`config.mk`:
```
export PLATFORM = sky130hd
export DESIGN_NAME = alias_ddc
export DESIGN_NICKNAME = d
export VERILOG_FILES = /design/src/rtl/alias_ddc_pkg.sv /design/src/rtl/alias_ddc_lo.sv /design/src/rtl/alias_ddc_mix.sv /design/src/rtl/alias_ddc_cic2.sv /design/src/rtl/alias_ddc_out.sv /design/src/rtl/alias_ddc.sv
export SDC_FILE = /design/constraint.sdc
export NUM_CORES = 2
export LEC_CHECK = 0
export BUFFER_PORTS_ARGS = -buffer_cell sky130_fd_sc_hd__buf_2
export CORE_UTILIZATION = 35
export DETAILED_ROUTE_END_ITERATION = 10
export GPL_ROUTABILITY_DRIVEN = 1
export PLACE_DENSITY = 0.46
export SETUP_SLACK_MARGIN = 0.05
export SLEW_MARGIN = 5
export SYNTH_ARGS = -nofsm -noshare
export SYNTH_HDL_FRONTEND = slang
export SYNTH_SLANG_ARGS = --single-unit
```
`constraint.sdc`:
```
create_clock -name clk -period 11.9 [get_ports clk]
set_input_delay 0.595 -clock clk [delete_from_list [all_inputs] [get_ports clk]]
set_output_delay 0.595 -clock clk [all_outputs]
set_load 0.02 [all_outputs]
```
`src/rtl/alias_ddc_pkg.sv`:
```
`timescale 1ns/1ps
package alias_ddc_pkg;

  // Oscillator period in samples: the carrier aliases to fs/5.
  localparam int LO_LEN    = 5;
  localparam int LO_PH_W   = $clog2(LO_LEN);
  localparam int COEF_W    = 16;
  localparam int COEF_FRAC = 14;
  localparam int N_CH      = 2;

  typedef logic signed [COEF_W-1:0] coef_t;
  typedef logic [LO_PH_W-1:0]       lo_ph_t;

  typedef struct packed {
    coef_t cos_c;
    coef_t nsin_c;
  } lo_pair_t;

  // cos and -sin of 2*pi*k/5, scaled by 2^COEF_FRAC and rounded.
  function automatic lo_pair_t lo_lookup(input lo_ph_t ph);
    lo_pair_t p;
    case (ph)
      lo_ph_t'(0): p = '{cos_c:  16'sd16384, nsin_c:  16'sd0};
      lo_ph_t'(1): p = '{cos_c:  16'sd5063,  nsin_c: -16'sd15582};
      lo_ph_t'(2): p = '{cos_c: -16'sd13255, nsin_c: -16'sd9630};
      lo_ph_t'(3): p = '{cos_c: -16'sd13255, nsin_c:  16'sd9630};
      lo_ph_t'(4): p = '{cos_c:  16'sd5063,  nsin_c:  16'sd15582};
      default:     p = '{cos_c:  16'sd0,     nsin_c:  16'sd0};
    endcase
    return p;
  endfunction

endpackage

```
`src/rtl/alias_ddc_lo.sv`:
```
`timescale 1ns/1ps
module alias_ddc_lo
  import alias_ddc_pkg::*;
(
  input  logic     clk,
  input  logic     rst,
  input  logic     step,
  output lo_pair_t coef
);

  lo_ph_t phase_q;

  always_ff @(posedge clk) begin
    if (rst) begin
      phase_q <= '0;
    end else if (step) begin
      phase_q <= (phase_q == lo_ph_t'(LO_LEN - 1)) ? '0 : phase_q + 1'b1;
    end
  end

  assign coef = lo_lookup(phase_q);

  AST_LO_PHASE_RANGE: assert property (@(posedge clk) disable iff (rst)
    phase_q < lo_ph_t'(LO_LEN)) else $error("oscillator step out of range");

  AST_LO_IDLE_HOLD: assert property (@(posedge clk) disable iff (rst)
    !step |=> $stable(phase_q)) else $error("oscillator moved without a sample");

endmodule

```
`src/rtl/alias_ddc_mix.sv`:
```
`timescale 1ns/1ps
module alias_ddc_mix
  import alias_ddc_pkg::*;
#(
  parameter int IN_W   = 16,
  parameter int PROD_W = IN_W + COEF_W
)(
  input  logic                     clk,
  input  logic                     rst,
  input  logic                     fire,
  input  logic                     grp_last,
  input  logic signed [IN_W-1:0]   sample,
  input  coef_t                    coef,
  output logic signed [PROD_W-1:0] prod,
  output logic                     prod_vld,
  output logic                     prod_last
);

  logic signed [PROD_W-1:0] prod_d;

  assign prod_d = sample * coef;

  always_ff @(posedge clk) begin
    if (rst) begin
      prod      <= '0;
      prod_vld  <= 1'b0;
      prod_last <= 1'b0;
    end else begin
      prod_vld  <= fire;
      prod_last <= fire && grp_last;
      if (fire) begin
        prod <= prod_d;
      end
    end
  end

endmodule

```
`src/rtl/alias_ddc_cic2.sv`:
```
`timescale 1ns/1ps
module alias_ddc_cic2 #(
  parameter int PROD_W = 32,
  parameter int ACC_W  = 38
)(
  input  logic                     clk,
  input  logic                     rst,
  input  logic                     prod_vld,
  input  logic                     prod_last,
  input  logic signed [PROD_W-1:0] prod,
  output logic signed [ACC_W-1:0]  res,
  output logic                     res_vld
);

  localparam int EXT_W = ACC_W - PROD_W;

  logic signed [ACC_W-1:0] integ1, integ2;
  logic signed [ACC_W-1:0] integ2_dly, comb1_dly;
  logic signed [ACC_W-1:0] comb1;
  logic signed [ACC_W-1:0] prod_ext;
  logic                    s1_vld, s1_last, s2_last;

  assign prod_ext = {{EXT_W{prod[PROD_W-1]}}, prod};
  assign comb1    = integ2 - integ2_dly;

  // Integrators run at the input rate and may wrap; the combs undo the wrap.
  always_ff @(posedge clk) begin
    if (rst) begin
      integ1     <= '0;
      integ2     <= '0;
      integ2_dly <= '0;
      comb1_dly  <= '0;
      res        <= '0;
      res_vld    <= 1'b0;
      s1_vld     <= 1'b0;
      s1_last    <= 1'b0;
      s2_last    <= 1'b0;
    end else begin
      s1_vld  <= prod_vld;
      s1_last <= prod_vld && prod_last;
      if (prod_vld) begin
        integ1 <= integ1 + prod_ext;
      end
      s2_last <= s1_vld && s1_last;
      if (s1_vld) begin
        integ2 <= integ2 + integ1;
      end
      res_vld <= s2_last;
      if (s2_last) begin
        integ2_dly <= integ2;
        comb1_dly  <= comb1;
        res        <= comb1 - comb1_dly;
      end
    end
  end

  AST_CIC_SPACED: assert property (@(posedge clk) disable iff (rst)
    res_vld |=> !res_vld) else $error("decimated results back to back");

endmodule

```
`src/rtl/alias_ddc_out.sv`:
```
`timescale 1ns/1ps
module alias_ddc_out #(
  parameter int ACC_W     = 38,
  parameter int OUT_W     = 16,
  parameter int OUT_SHIFT = 18
)(
  input  logic                    clk,
  input  logic                    rst,
  input  logic                    res_vld,
  input  logic signed [ACC_W-1:0] res_i,
  input  logic signed [ACC_W-1:0] res_q,
  input  logic                    out_ready,
  output logic                    out_valid,
  output logic [OUT_W-1:0]        out_i,
  output logic [OUT_W-1:0]        out_q
);

  localparam logic signed [ACC_W-1:0] RND_K =
    {{(ACC_W-1){1'b0}}, 1'b1} << (OUT_SHIFT - 1);
  localparam logic signed [ACC_W-1:0] MAX_V =
    {{(ACC_W-OUT_W+1){1'b0}}, {(OUT_W-1){1'b1}}};
  localparam logic signed [ACC_W-1:0] MIN_V =
    {{(ACC_W-OUT_W+1){1'b1}}, {(OUT_W-1){1'b0}}};

  function automatic logic [OUT_W-1:0] shape(input logic signed [ACC_W-1:0] a);
    logic signed [ACC_W-1:0] r;
    r = (a + RND_K) >>> OUT_SHIFT;
    if (r > MAX_V)      return MAX_V[OUT_W-1:0];
    else if (r < MIN_V) return MIN_V[OUT_W-1:0];
    else                return r[OUT_W-1:0];
  endfunction

  always_ff @(posedge clk) begin
    if (rst) begin
      out_valid <= 1'b0;
      out_i     <= '0;
      out_q     <= '0;
    end else if (res_vld) begin
      out_valid <= 1'b1;
      out_i     <= shape(res_i);
      out_q     <= shape(res_q);
    end else if (out_ready) begin
      out_valid <= 1'b0;
    end
  end

  AST_NO_OVERWRITE: assert property (@(posedge clk) disable iff (rst)
    res_vld |-> !(out_valid && !out_ready)) else $error("held pair overwritten");

  AST_HOLD_STABLE: assert property (@(posedge clk) disable iff (rst)
    out_valid && !out_ready |=> out_valid && $stable(out_i) && $stable(out_q))
    else $error("held pair changed");

endmodule

```
`src/rtl/alias_ddc.sv`:
```
`timescale 1ns/1ps
module alias_ddc
  import alias_ddc_pkg::*;
#(
  parameter int IN_W      = 16,
  parameter int OUT_W     = 16,
  parameter int DECIM     = 5,
  parameter int OUT_SHIFT = 18
)(
  input  logic             clk,
  input  logic             rst,
  input  logic             in_valid,
  output logic             in_ready,
  input  logic [IN_W-1:0]  in_sample,
  output logic             out_valid,
  input  logic             out_ready,
  output logic [OUT_W-1:0] out_i,
  output logic [OUT_W-1:0] out_q
);

  localparam int CNT_W  = $clog2(DECIM);
  localparam int PROD_W = IN_W + COEF_W;
  localparam int ACC_W  = PROD_W + 2 * CNT_W;

  logic [CNT_W-1:0] grp_cnt;
  logic             grp_last;
  logic             accept;
  logic             inflight;
  lo_pair_t         lo_c;

  logic signed [ACC_W-1:0] res_ch [N_CH];
  logic [N_CH-1:0]         res_vld_ch;
  logic                    res_vld;

  assign grp_last = (grp_cnt == CNT_W'(DECIM - 1));
  // Only a group's closing sample may wait: it is the one that creates a result.
  assign in_ready = !grp_last || (!inflight && (!out_valid || out_ready));
  assign accept   = in_valid && in_ready;
  assign res_vld  = &res_vld_ch;

  always_ff @(posedge clk) begin
    if (rst) begin
      grp_cnt  <= '0;
      inflight <= 1'b0;
    end else begin
      if (accept) begin
        grp_cnt <= grp_last ? '0 : grp_cnt + 1'b1;
      end
      if (accept && grp_last) begin
        inflight <= 1'b1;
      end else if (res_vld) begin
        inflight <= 1'b0;
      end
    end
  end

  alias_ddc_lo i_lo (
    .clk  (clk),
    .rst  (rst),
    .step (accept),
    .coef (lo_c)
  );

  for (genvar g = 0; g < N_CH; g++) begin : g_ch
    coef_t                    c_sel;
    logic signed [PROD_W-1:0] prod;
    logic                     prod_vld;
    logic                     prod_last;

    assign c_sel = (g == 0) ? lo_c.cos_c : lo_c.nsin_c;

    alias_ddc_mix #(.IN_W(IN_W), .PROD_W(PROD_W)) i_mix (
      .clk       (clk),
      .rst       (rst),
      .fire      (accept),
      .grp_last  (grp_last),
      .sample    ($signed(in_sample)),
      .coef      (c_sel),
      .prod      (prod),
      .prod_vld  (prod_vld),
      .prod_last (prod_last)
    );

    alias_ddc_cic2 #(.PROD_W(PROD_W), .ACC_W(ACC_W)) i_cic (
      .clk       (clk),
      .rst       (rst),
      .prod_vld  (prod_vld),
      .prod_last (prod_last),
      .prod      (prod),
      .res       (res_ch[g]),
      .res_vld   (res_vld_ch[g])
    );
  end

  alias_ddc_out #(.ACC_W(ACC_W), .OUT_W(OUT_W), .OUT_SHIFT(OUT_SHIFT)) i_out (
    .clk       (clk),
    .rst       (rst),
    .res_vld   (res_vld),
    .res_i     (res_ch[0]),
    .res_q     (res_ch[1]),
    .out_ready (out_ready),
    .out_valid (out_valid),
    .out_i     (out_i),
    .out_q     (out_q)
  );

  AST_RESET_IDLE: assert property (@(posedge clk) disable iff (rst)
    $fell(rst) |-> !out_valid && in_ready) else $error("not idle after reset");

  AST_STALL_ONLY_LAST: assert property (@(posedge clk) disable iff (rst)
    !in_ready |-> grp_last && (inflight || out_valid)) else $error("early sample stalled");

endmodule

```
Word-level counts from Yosys, hierarchy flattened
Cells that the tools add are included.
Widths: inputs -> output; s select.

storage, ports and cells
  memories = 0
  bits in latches = 0
  ROM bits = 0
  memory bits (writable) = 0
  bits in registers = 490
  logic and storage cells = 71

operators by class
  equal/unequal tests = 5
  add/subtract/negate cells = 12
  $lt $le $gt $ge = 4
  reduce and logical (&&, ||, !) cells = 13
  mux-type cells = 11
  multipliers = 2
  shifts and indexed selects = 0
  div/mod/pow operators = 0
  bitwise gates (word level) = 0

operators with widths
  operator                number
  $pmux 32 s5             1
  $sub 38x38->38          4
  $add 38x19->38 const B  2
  $add 38x32->38          2
  $add 38x38->38          2
  $mul 16x16->32          2
  $mux 16                 4
  $gt 20x16->1 const B    2
  $lt 20x16->1 const B    2
  $add 3x1->3 const B     2
  $eq 3x2->1 const B      2
  $eq 3x3->1 const B      2
  $mux 3                  2
  $logic_and 1x1->1       5
  $mux 1                  4
  $reduce_bool 2->1       2
  $eq 3x1->1 const B      1
  $logic_not 1->1         3
  $logic_not 3->1         1
  $logic_or 1x1->1        2

Logic depth before layout (Yosys ltp)
  depth in word-level cells = 7
  mapped depth = 31
  gate-level depth less buffers = 30

Hierarchy
A second synthesis with hierarchy kept.

second synthesis, totals
  cell total of the unflattened synthesis = 6462
  area, all modules = 54976.5 sq um

by module, submodules not included
  module                          instances  cells each  seq. area each (sq um)  area an instance (sq um)
  alias_ddc_cic2 (g_ch[0].i_cic)  1          1876        3883.7                  15119.5
  alias_ddc_cic2 (g_ch[1].i_cic)  1          1802        3883.7                  14786.7
  alias_ddc_mix (g_ch[0].i_mix)   1          1201        680.7                   11123.2
  alias_ddc_mix (g_ch[1].i_mix)   1          1201        680.7                   11060.6
  alias_ddc_out                   1          293         660.6                   2180.8
  alias_ddc_lo                    1          62          60.1                    462.9
  alias_ddc                       1          27          80.1                    242.7

Worst setup path after synthesis
No wires, ideal clock.

  kind = register to register
  start = register i_lo.phase_q[2]
  end = register g_ch[1].i_mix.prod[30]
  period minus slack after synthesis = 8.099 ns
  buffers on the path = 2
  setup slack = 3.801 ns
  stages on the path, launching flop included = 29
  library setup time = 0.130 ns
  arrival = 7.968 ns
  cell sequence = dfxtp_1 clkbuf_1 clkinv_1 ha_1 nand2b_1 clkbuf_1 nand2_1 inv_1 nor2_1 fa_1 fa_1 inv_1 fa_1 fa_1 fa_1 inv_1 fa_1 inv_1 ha_1 a21o_1 a21o_1 or3_1 a211o_1 nand2_1 o21ai_0 a21oi_1 a211oi_1 a31oi_1 o22ai_1

on the way
  longest elaborated chain between the ends = 3

RTL lines
  item                                      line                 RTL
  from (decl)                               alias_ddc_lo.sv:11   lo_ph_t phase_q;
  from (signal assigned)                    alias_ddc_lo.sv:17   phase_q <= (phase_q == lo_ph_t'(LO_LEN - 1)) ? '0 : phase_q + 1'b1;
  $eq 3x3->1, or another cell as far along  alias_ddc_pkg.sv:22  case (ph)
  $pmux 32 s5 (*)                           alias_ddc_pkg.sv:22
  $mul 16x16->32 (*)                        alias_ddc_mix.sv:21  assign prod_d = sample * coef;
  to (signal assigned)                      alias_ddc_mix.sv:32  prod <= prod_d;
  to (decl)                                 alias_ddc_mix.sv:14  output logic signed [PROD_W-1:0] prod,

Every way passes the cells marked *; elsewhere a longest branch is shown, timed or not.
A chain may end at the register's enable or synchronous reset.

Final worst setup path
  start = register i_lo.phase_q[2]
  end = register g_ch[0].i_mix.prod[31]

on the way
  longest elaborated chain between the ends = 3

RTL lines
  item                                      line
  $eq 3x3->1, or another cell as far along  alias_ddc_pkg.sv:22
  $pmux 32 s5 (*)                           alias_ddc_pkg.sv:22
  $mul 16x16->32 (*)                        alias_ddc_mix.sv:21
  to (signal assigned)                      alias_ddc_mix.sv:32
  to (decl)                                 alias_ddc_mix.sv:14

Marked as above.

==> results.ini <==
[pwr]
switchingPower_mw = 3.32
swShare = 0.423
p_int_mw = 4.52
ir_drop_mv = 0.139
p_total_mw = 7.84
clock_power_share = 0.241
combPwrFrac = 0.537
p_leak_nw = 24.0
powerDensity_mw_per_mm2 = 154
pwr-share-seq = 0.221

[global_routing]
antenna_found_initial = 0
grt_pass1_vias = 35200
grt_first_pass_wirelength_mm = 189
overflow = 0
grt_max_degree = 146
grt_use_total = 0.171

[synthesis]
synth_nets = 6425
postSynthCellCount = 5481
ys_ff_latch = 450
synth_edf_count = 0
yosys_warnings = 0
synth_cell_type_count = 104
yosysSeqAreaShare = 0.192
synth_area_leaders = dfxtp_1 19%, fa_1 18%, ha_1 13%
synth_area_sq_mm = 0.0469
synth_top_area_cell = dfxtp_1
syn_avg_cell_area_sq_um = 8.55
async_reset_ff_frac = 0
synth_top_cell_area_share = 0.192
synth_flop_cell = dfxtp_1

[clock_tree]
post-cts-setup-buffers = 0
clockBufferDepth = 3
cts_hold_buffers = 0
tritoncts = built
htree_levels = 2
clk_latency_ps = 670
numCtsBuffers = 60
cts_resized = 0
path_clk_slew_ps = 70
cts-root-buf = clkbuf_16
clock-sinks = 450

[floorplan]
fp.dieW_um = 368
io_pins = 54
core_sq_mm = 0.132
num_rows = 133
initial_core_util = 0.355
die_h_um = 368
die_area_sq_mm = 0.135

[finish]
seqCellArea_sq_mm = 0.00902
fin_cells = 7245
drive_gt1_frac = 0.0448
fillers = 13700
final_common_cell = inv_1
nNetsFinal = 6386
areaGrowthSynthToFinish_pct = 8.58
n_antenna_cell = 0
layout_common_cells = 857 x inv_1, 554 x nor2_1, 503 x ha_1
multi_input_area_sq_mm = 0.0340

[sta]
setup_tns_ps = 0
worstMarginPinSlew_ps = 1150
final-hold-violation-count = 0
fin_crit_ps = 9130
relSlewSlack = 0.233
fmax_mhz = 110
min_period_over_period = 0.767
finalClockSkew_ps = 40.9
setup_viol_count_final = 0
rsz0062_at_grt = no
report.final.slew_viol_count = 0

[routing]
drcViolationCount = 0
final_antenna_net_count = 0
routedWlPerCell_um = 15.9
vias_per_cell = 4.87
via_count = 35300
drt_iter0_markers = 1556
dr.pass1.iters = 5
wl_mm = 116

[flow_run]
maxCapViolations = 0

[critical_path]
cp-start-kind = register
crit_family = adder cells
r2r_slack_ps = 2770
cp_max_fo = 19
worstRegToRegCells = 26
critical_path_arrival_ps = 9660
crit_top_cell = inv_1
path_buf_inv = 6
end_kind = register
r2r_end = g_ch[0].i_mix.prod[31]
startpoint = i_lo.phase_q[2]
worstPathRequired_ps = 12430
slowest_stage = nand2_1
max_stage_delay_ps = 880
rr_startpoint = i_lo.phase_q[2]
critPathKind = reg -> reg

[outcome]
outcome = finished clean

[placed_design]
dp_hpwl_mm = 93.1
dp_cells = 7135
place_congestion = 0.863
io_buffers = 53

[worst_hold_path]
min_path_type = in -> reg
hold_start = out_ready
min_to = i_out.out_valid
min_delay_path_depth = 4

worst register-to-register path, cell delays in order, from the launching register on:
cell	delay (ps)
dfxtp_1	520
clkinv_1	290
ha_1	310
nand2b_1	590
nand2_1	880
inv_1	610
nor2_1	220
buf_4	250
inv_1	240
ha_1	750
fa_1	550
fa_1	540
inv_1	50
fa_1	470
inv_1	40
ha_1	350
a21o_1	220
a21o_1	170
a2111oi_0	400
nor3_1	150
nor4_1	330
a211oi_1	160
o21ai_1	190
a21boi_1	140
o41ai_1	370
nand2_1	90
o211a_1	140
cell type report:
cell class / instances / area share
sequential: 450 / 0.177
timing repair buffer: 71 / 0.00806
clock inverter: 32 / 0.00728
tap: 1755 / 0.0431
multi-input combinational: 4000 / 0.668
inverter: 859 / 0.0634
clock buffer: 78 / 0.0330
synth_stat cells (6+ instances only):
master / n
o21bai_1: 48
or3_1: 31
a31o_2: 12
and3_1: 36
a21oi_2: 6
o211ai_1: 26
clkbuf_1: 138
nor3b_1: 10
nor2_1: 555
mux2i_1: 268
dfxtp_1: 450
o21ai_0: 156
nand3b_1: 7
or2_2: 11
xnor2_1: 234
o21ai_1: 23
nand3_1: 71
o31a_1: 8
ha_1: 503
and4_1: 14
fa_1: 421
a211oi_1: 39
nand2b_1: 57
a41oi_1: 9
inv_1: 857
nor4_1: 11
nor3_1: 80
buf_1: 28
nor2b_1: 30
nand4_1: 26
a22o_1: 6
a211o_1: 13
o22ai_1: 17
a31oi_1: 28
a21oi_1: 318
a21o_1: 177
a21boi_0: 7
nand2_1: 356
and2_1: 53
o21a_1: 78
xor2_1: 123
o31ai_1: 16
flip-flops by register name, summed over array words and instances (netlist names):
register,flops
g_ch.i_cic.res_vld,1
g_ch.i_cic.s2_last,1
g_ch.i_cic.s1_vld,1
i_lo.phase_q,3
g_ch.i_cic.res,42
grp_cnt,3
g_ch.i_cic.integ2_dly,75
i_out.out_valid,1
g_ch.i_cic.s1_last,1
g_ch.i_cic.integ1,75
g_ch.i_mix.prod,62
g_ch.i_cic.integ2,75
g_ch.i_mix.prod_vld,1
i_out.out_q,16
g_ch.i_mix.prod_last,1
g_ch.i_cic.comb1_dly,75
inflight,1
i_out.out_i,16
power by group through the flow:
stage          clock network (mW)  registers (mW)  logic (mW)
2_1_floorplan                   0            1.68        3.35
3_3_place_gp                    0            1.77        4.28
3_5_place_dp                    0            1.77        4.28
4_1_cts                      1.98            1.74        4.30
5_1_grt                      2.03            1.75        4.87
6_report                     1.89            1.74        4.21
cells by family (layout without fill, tap and decap cells):
group / count (synthesis) / count (layout) / share of synthesized area
compound gates: 1077 / 1077 / 0.153
simple gates: 1369 / 1369 / 0.133
other cells: 1 / 1 / 0.0000800
buf+inv: 1031 / 1040 / 0.0827
fa+ha+maj: 925 / 925 / 0.314
mux: 271 / 271 / 0.0580
flops: 450 / 450 / 0.192
xor+xnor: 357 / 357 / 0.0667
per-layer routing:
layer | wire length (um) | part of all wire | global-route usage | vias up
li1 | - | - | - | 18200
met1 | 56700 | 0.49 | 0.238 | 16500
met2 | 52400 | 0.45 | 0.281 | 413
met3 | 3750 | 0.032 | 0.0216 | 134
met4 | 2740 | 0.024 | 0.0425 | 0
met5 | 0 | 0 | 0 | -
worst max path at each step:
| stage | depth (start not counted) | endpoint |
|---|---|---|
| 2_1_floorplan | 28 | g_ch[1].i_mix.prod[30] |
| 4_1_cts | 26 | g_ch[0].i_mix.prod[31] |
| 6_report | 26 | g_ch[0].i_mix.prod[31] |
| 5_1_grt | 26 | g_ch[0].i_mix.prod[31] |
| 3_3_place_gp | 25 | g_ch[1].i_mix.prod[31] |
| 3_5_place_dp | 26 | g_ch[0].i_mix.prod[31] |
metrics by stage:
stage | instance area (sq um) | util | setup slack (ps) | hold slack (ps)
after CTS | 50900 | 0.385 | 2770 | 323
after global routing | 50900 | 0.385 | 1930 | 393
final | 50900 | 0.385 | 2770 | 383
after floorplan | 46900 | - | 3800 | 406
after detailed placement | 48800 | 0.370 | 2850 | 435
after global placement | 48800 | 0.370 | 3020 | 417
Power figures use the tool's default switching activity.
